**src/rtl/ir_rle_pkg.sv**
```systemverilog
package ir_rle_pkg;
    localparam int SYM_W  = 8;
    localparam int LEN_W  = SYM_W - 1;
    localparam logic [LEN_W-1:0] LEN_FULL = '1;

    typedef enum logic [1:0] {
        ST_WAIT  = 2'd0,
        ST_PULSE = 2'd1,
        ST_SPACE = 2'd2
    } run_state_t;
endpackage

```
**src/rtl/ir_tick_gen.sv**
```systemverilog
// Two-flop synchronizer, polarity select and sample-tick divider.
module ir_tick_gen #(
    parameter int DIV = 64
) (
    input  logic clk,
    input  logic rst_n,
    input  logic active,
    input  logic invert,
    input  logic ir_raw,
    output logic smp_lvl,
    output logic smp_tick
);
    localparam int CW = (DIV > 1) ? $clog2(DIV) : 1;
    localparam logic [CW-1:0] LAST = CW'(DIV - 1);

    logic meta_q, sync_q;
    logic [CW-1:0] div_q;

    always_ff @(posedge clk) begin
        if (!rst_n) begin
            meta_q <= 1'b0;
            sync_q <= 1'b0;
        end else begin
            meta_q <= ir_raw;
            sync_q <= meta_q;
        end
    end

    always_ff @(posedge clk) begin
        if (!rst_n || !active) begin
            div_q <= '0;
        end else if (div_q == LAST) begin
            div_q <= '0;
        end else begin
            div_q <= div_q + CW'(1);
        end
    end

    assign smp_lvl  = sync_q ^ invert;
    assign smp_tick = active && (div_q == LAST);
endmodule

```
**src/rtl/ir_glitch_filter.sv**
```systemverilog
// Accepts a new level only after it has persisted for the noise threshold.
module ir_glitch_filter #(
    parameter int NTHR_W = 6
) (
    input  logic              clk,
    input  logic              rst_n,
    input  logic              active,
    input  logic              smp_tick,
    input  logic              smp_lvl,
    input  logic [NTHR_W-1:0] noise_thr,
    output logic              flt_tick,
    output logic              flt_lvl
);
    logic              acc_q;
    logic [NTHR_W-1:0] pend_q;
    logic [NTHR_W-1:0] need;
    logic [NTHR_W:0]   pend_nx;

    assign need    = (noise_thr == '0) ? NTHR_W'(1) : noise_thr;
    assign pend_nx = {1'b0, pend_q} + (NTHR_W+1)'(1);

    always_ff @(posedge clk) begin
        if (!rst_n || !active) begin
            acc_q    <= 1'b0;
            pend_q   <= '0;
            flt_tick <= 1'b0;
        end else begin
            flt_tick <= smp_tick;
            if (smp_tick) begin
                if (smp_lvl == acc_q) begin
                    pend_q <= '0;
                end else if (pend_nx >= {1'b0, need}) begin
                    acc_q  <= smp_lvl;
                    pend_q <= '0;
                end else begin
                    pend_q <= pend_nx[NTHR_W-1:0];
                end
            end
        end
    end

    assign flt_lvl = acc_q;

    // a dropped enable leaves the filter cleared on the next cycle
    assert_filter_clear_R9: assert property (@(posedge clk) disable iff (!rst_n)
        !active |=> (!flt_lvl && !flt_tick));

    // the accepted level moves only as the result of a sample tick
    assert_level_on_tick_R4: assert property (@(posedge clk) disable iff (!rst_n)
        !$stable(flt_lvl) |-> ($past(smp_tick) || !$past(active)));
endmodule

```
**src/rtl/ir_run_encoder.sv**
```systemverilog
// Run tracker: turns the filtered level stream into run symbols.
module ir_run_encoder
    import ir_rle_pkg::*;
#(
    parameter int ITHR_W = 8
) (
    input  logic              clk,
    input  logic              rst_n,
    input  logic              active,
    input  logic              flt_tick,
    input  logic              flt_lvl,
    input  logic [ITHR_W-1:0] idle_thr,
    output logic [SYM_W-1:0]  sym_data,
    output logic              sym_valid,
    output logic              pkt_end
);
    run_state_t        state_q, state_nx;
    logic [LEN_W-1:0]  seg_q;
    logic [ITHR_W:0]   idle_q;
    logic              idle_hit;
    logic              seg_full;

    assign idle_hit = (idle_q >= {1'b0, idle_thr});
    assign seg_full = (seg_q == LEN_FULL);

    // state register
    always_ff @(posedge clk) begin
        if (!rst_n || !active) begin
            state_q <= ST_WAIT;
        end else begin
            state_q <= state_nx;
        end
    end

    // transitions: start, pulse_end, space_end, idle_hit, split (self)
    always_comb begin
        state_nx = state_q;
        if (flt_tick) begin
            unique case (state_q)
                ST_WAIT:  if (flt_lvl) state_nx = ST_PULSE;
                ST_PULSE: if (!flt_lvl) state_nx = ST_SPACE;
                ST_SPACE: begin
                    if (flt_lvl) begin
                        state_nx = ST_PULSE;
                    end else if (idle_hit) begin
                        state_nx = ST_WAIT;
                    end
                end
                default:  state_nx = ST_WAIT;
            endcase
        end
    end

    // outputs and run counters
    always_ff @(posedge clk) begin
        if (!rst_n) begin
            sym_data  <= '0;
            sym_valid <= 1'b0;
            pkt_end   <= 1'b0;
            seg_q     <= '0;
            idle_q    <= '0;
        end else if (!active) begin
            sym_valid <= 1'b0;
            pkt_end   <= 1'b0;
            seg_q     <= '0;
            idle_q    <= '0;
        end else begin
            sym_valid <= 1'b0;
            pkt_end   <= 1'b0;
            if (flt_tick) begin
                unique case (state_q)
                    ST_WAIT: begin
                        seg_q <= '0;
                    end
                    ST_PULSE: begin
                        if (!flt_lvl) begin
                            sym_data  <= {1'b1, seg_q};
                            sym_valid <= 1'b1;
                            seg_q     <= '0;
                            idle_q    <= (ITHR_W+1)'(1);
                        end else if (seg_full) begin
                            sym_data  <= {1'b1, LEN_FULL};
                            sym_valid <= 1'b1;
                            seg_q     <= '0;
                        end else begin
                            seg_q <= seg_q + LEN_W'(1);
                        end
                    end
                    ST_SPACE: begin
                        if (flt_lvl) begin
                            sym_data  <= {1'b0, seg_q};
                            sym_valid <= 1'b1;
                            seg_q     <= '0;
                        end else if (idle_hit) begin
                            sym_data  <= {1'b0, seg_q};
                            sym_valid <= 1'b1;
                            pkt_end   <= 1'b1;
                            seg_q     <= '0;
                        end else if (seg_full) begin
                            sym_data  <= {1'b0, LEN_FULL};
                            sym_valid <= 1'b1;
                            seg_q     <= '0;
                            idle_q    <= idle_q + (ITHR_W+1)'(1);
                        end else begin
                            seg_q  <= seg_q + LEN_W'(1);
                            idle_q <= idle_q + (ITHR_W+1)'(1);
                        end
                    end
                    default: seg_q <= '0;
                endcase
            end
        end
    end

    // the packet-end strobe rides on a space symbol
    assert_pkt_with_space_R5: assert property (@(posedge clk) disable iff (!rst_n)
        pkt_end |-> (sym_valid && !sym_data[SYM_W-1]));

    // symbols are produced only by a filtered sample tick
    assert_emit_on_tick_R1: assert property (@(posedge clk) disable iff (!rst_n)
        sym_valid |-> $past(flt_tick));

    // nothing follows the packet-end strobe directly
    assert_quiet_after_pkt_R7: assert property (@(posedge clk) disable iff (!rst_n)
        pkt_end |=> !sym_valid);

    // no output when capture was disabled
    assert_gated_R8: assert property (@(posedge clk) disable iff (!rst_n)
        sym_valid |-> $past(active));
endmodule

```
**src/rtl/ir_rle_encoder.sv**
```systemverilog
module ir_rle_encoder #(
    parameter int DIV    = 64,
    parameter int NTHR_W = 6,
    parameter int ITHR_W = 8
) (
    input  logic              clk,
    input  logic              rst_n,
    input  logic              glb_en,
    input  logic              rx_en,
    input  logic              invert,
    input  logic [NTHR_W-1:0] noise_thr,
    input  logic [ITHR_W-1:0] idle_thr,
    input  logic              ir_in,
    output logic [7:0]        sym_data,
    output logic              sym_valid,
    output logic              pkt_end
);
    logic active;
    logic smp_lvl, smp_tick;
    logic flt_lvl, flt_tick;

    assign active = glb_en && rx_en;

    ir_tick_gen #(.DIV(DIV)) u_tick (
        .clk      (clk),
        .rst_n    (rst_n),
        .active   (active),
        .invert   (invert),
        .ir_raw   (ir_in),
        .smp_lvl  (smp_lvl),
        .smp_tick (smp_tick)
    );

    ir_glitch_filter #(.NTHR_W(NTHR_W)) u_filt (
        .clk       (clk),
        .rst_n     (rst_n),
        .active    (active),
        .smp_tick  (smp_tick),
        .smp_lvl   (smp_lvl),
        .noise_thr (noise_thr),
        .flt_tick  (flt_tick),
        .flt_lvl   (flt_lvl)
    );

    ir_run_encoder #(.ITHR_W(ITHR_W)) u_enc (
        .clk       (clk),
        .rst_n     (rst_n),
        .active    (active),
        .flt_tick  (flt_tick),
        .flt_lvl   (flt_lvl),
        .idle_thr  (idle_thr),
        .sym_data  (sym_data),
        .sym_valid (sym_valid),
        .pkt_end   (pkt_end)
    );
endmodule

```
**config.mk**
```make
export PLATFORM = sky130hd
export DESIGN_NAME = ir_rle_encoder
export DESIGN_NICKNAME = d
export VERILOG_FILES = /design/src/rtl/ir_rle_pkg.sv /design/src/rtl/ir_tick_gen.sv /design/src/rtl/ir_glitch_filter.sv /design/src/rtl/ir_run_encoder.sv /design/src/rtl/ir_rle_encoder.sv
export SDC_FILE = /design/constraint.sdc
export NUM_CORES = 1
export LEC_CHECK = 0
export BUFFER_PORTS_ARGS = -buffer_cell sky130_fd_sc_hd__clkbuf_2
export CAP_MARGIN = 20
export CORE_AREA = 4 4 76 78
export CTS_CLUSTER_SIZE = 10
export DETAILED_ROUTE_END_ITERATION = 7
export DIE_AREA = 0 0 80 82
export PLACE_DENSITY = 0.76
export SETUP_SLACK_MARGIN = 0.3
export SYNTH_ARGS = -nofsm -noshare
export SYNTH_HDL_FRONTEND = slang
export SYNTH_SLANG_ARGS = --single-unit
```
**constraint.sdc**
```tcl
create_clock -name clk -period 4 [get_ports clk]
set_input_delay 1.2 -clock clk [delete_from_list [all_inputs] [get_ports clk]]
set_output_delay 1.2 -clock clk [all_outputs]
set_load 0.02 [all_outputs]
```
==> flow_metrics.tcl <==
set metrics [dict create \
    htreeDepth 2 \
    wl_per_cell_um 12.6 \
    clkSlewWorstSetupHoldPaths_ns 0.08 \
    power.total_uw 808 \
    cts_made_buffers 5 \
    final.fill_count 499 \
    cpPeakStageDelay_ns 0.56 \
    first_pass_iters 4 \
    setup_tns_ns 0 \
    num-nets-final 339 \
    yosysMostFrequentCell "dfxtp_1" \
    syn_inst 267 \
    path_cells "clkbuf_2 > inv_1 > ha_1 > and4b_1 > nor2b_4 > a2111oi_4 > a31oi_2 > or4_1 > a21oi_1" \
    cell_internal_pwr_uw 639 \
    start_util_pct 47.3 \
    holdCritPathClass "reg2reg" \
    seqPwrFrac_pct 54.4 \
    synth_ff_type "dfxtp_1" \
    ff2ff_setup_slack_ns 1.33 \
    antenna_found_initial 0 \
    p_per_area_nw_per_um2 297 \
    root_buffer "clkbuf_8" \
    grt_pass1_vias 1880 \
    cts_hold_buf 0 \
    drive_gt1_share_pct 17.4 \
    grt_usage_pct 14.8 \
    syn_area_sq_um 2400 \
    synth_top_cells_by_area "dfxtp_1 (37%), ha_1 (11%), a21oi_1 (4.0%)" \
    hpwl_mm 3.50 \
    max_freq_mhz 302 \
    synthMuxAreaShare_pct 0.417 \
    ctsResizeCount 0 \
    vias 2044 \
    switching_share_pct 20.9 \
    yosysTopAreaCell "dfxtp_1" \
    end_kind "flop" \
    die_area_sq_um 6560 \
    period_minus_slack_ns 3.31 \
    slew-limit-headroom_pct 56.0 \
    status "complete, no violations" \
    clkLatencyLatePin_ns 0.29 \
    ios 30 \
    vias_per_cell 5.55 \
    critPathTopFamily "compound AO/OA/AOI/OAI gates" \
    drtIter0Drc 128 \
    synth.distinct_cells 52 \
    grt_max_degree 17 \
    fin_skew_ns 0.00553 \
    syn_area_per_cell_sq_um 8.99 \
    setup_violations 0 \
    gp_congestion 0.789 \
    timing.hold.ws_ns 0.438 \
    max-vdd-ir-drop_mv 0.155 \
    synth_edf_count 0 \
    rsz0062_at_grt "no" \
    die_h_um 82 \
    synthSimpleGateAreaFrac_pct 21.7 \
    num_rows 26 \
    synth.top_cells.by_count "dfxtp_1 (44), ha_1 (22), nand2_1 (20)" \
    synth_xor_area_share_pct 4.01 \
    insertedDiodeCount 0 \
    yosysTopAreaCellShare_pct 36.7 \
    ant_nets 0 \
    async_flop_share_pct 0 \
    cts_sinks 44 \
    slew_violations 0 \
    cts_tree "done" \
    syn-num-nets 309 \
    timing.max_cap.violations 0 \
    yosysWarnings 0 \
    arrival_ns 3.53 \
    p_comb_share_pct 4.3 \
    critPathKind "in2reg" \
    cts.path.max_buffers 2 \
    crit_slowest_cell "or4_1" \
    start_kind "input port" \
    coreArea_sq_um 5070 \
    cts_setup_buffers 0 \
    ys_ff_latch 44 \
    p_switching_uw 169 \
    synth_compound_area_share_pct 21.9 \
    crit_buf_inv 2 \
    worstMarginPinSlew_ns 0.657 \
    area_growth_pct 13.2 \
    grt_pass1_wl_mm 7.94 \
    crit_required_ns 4.22 \
    worst-path-max-fanout 15 \
    synthAdderAreaFrac_pct 11.5 \
    clock_power_share_pct 41.4 \
    synth.yosys.seq_area_share_pct 36.7 \
    die_x_um 80 \
    p_leak_uw 0.00115 \
    drc_errors 0 \
    synth_top_family_by_area "compound AO/OA/AOI/OAI gates" \
    hold_viol 0 \
    portBuffers 29 \
    fin_crit_sh_pct 82.8 \
    totalWireLength_mm 4.64 \
    grt_overflow 0 \
]
==> cells by family (layout without fill, tap and decap cells) <==
logic type,Yosys count,after routing
AOI/OAI and AO/OA,69,69
xor gates and xnor gates,11,11
adders and majority gates,22,22
buffers and inverters,23,54
DFF,44,44
muxes,1,1
and+or+nand+nor,97,97
==> final cells by class <==
type                            count  area, sq um  share of cell area [%]
Multi-Input combinational cell    200         1430                    52.6
Sequential cell                    44          881                    32.4
Timing Repair Buffer               29          145                    5.34
Tap cell                           70         87.6                    3.22
Clock buffer                        5         68.8                    2.53
Inverter                           17         63.8                    2.35
Clock inverter                      3         42.5                    1.57
==> path summary, 6_finish.rpt <==
path,start,end,depth (start not counted)
setup / recovery,idle_thr[7],u_enc.idle_q[7],9
setup reg to reg,u_enc.idle_q[7],u_enc.idle_q[7],7
hold reg to reg,u_tick.meta_q,u_tick.sync_q,1
hold / removal,u_tick.meta_q,u_tick.sync_q,1
==> through the flow <==
step                      instances  utilization (%)  instance area, sq um  worst slack [ns]
after floorplan                 267                -                  2400             0.802
after detailed placement        360             51.4                  2610             0.400
after global placement          360             51.4                  2610             0.491
final                           368             53.6                  2720             0.690
after global routing            368             53.6                  2720             0.561
after CTS                       368             53.6                  2720             0.709
==> sequential cells by signal (all words and copies together), names as in the netlist <==
register / cells
u_enc.idle_q: 9
u_enc.sym_data: 8
u_enc.seg_q: 7
u_filt.pend_q: 6
u_tick.div_q: 6
u_enc.state_q: 2
u_enc.pkt_end: 1
u_enc.sym_valid: 1
u_filt.flt_lvl: 1
u_filt.flt_tick: 1
u_tick.meta_q: 1
u_tick.sync_q: 1
==> per-layer routing <==
| metal | up-vias | wire [um] | track usage [%] |
|---|---|---|---|
| met5 | - | 0 | 0 |
| met4 | 0 | 46 | 4.56 |
| met3 | 6 | 208 | 3.40 |
| met2 | 44 | 2090 | 24.9 |
| met1 | 933 | 2290 | 18.9 |
| li1 | 1061 | - | - |
==> cell usage in the layout, fill, tap and decap left out, drive strengths merged, types with 2 or more instances in the layout <==
cell type  Yosys  routed
a211o          3       3
a21o           4       4
a21oi         19      19
a22o           3       3
a31o           2       2
a31oi          4       4
a32oi          2       2
and2           5       5
and3           4       4
clkbuf         5      34
dfxtp         44      44
ha            22      22
inv           17      17
nand2         20      20
nand2b         3       3
nand3         13      13
nand3b         4       4
nand4          8       8
nor2          17      17
nor2b          3       3
nor3           6       6
nor4           3       3
o211a          2       2
o21ai          7       7
o221a          7       7
o31ai          6       6
or3            2       2
or4            4       4
xnor2          7       7
xor2           4       4
==> power groups by stage <==
| stage | registers (uW) | clock network [uW] | logic [uW] |
|---|---|---|---|
| 3_5_place_dp | 450 | 0 | 34.8 |
| 4_1_cts | 440 | 341 | 35.0 |
| 6_report | 439 | 334 | 34.3 |
| 2_1_floorplan | 450 | 0 | 19.6 |
| 3_3_place_gp | 450 | 0 | 33.9 |
| 5_1_grt | 440 | 361 | 40.6 |
No activity file was read; power rests on OpenSTA's default activity.
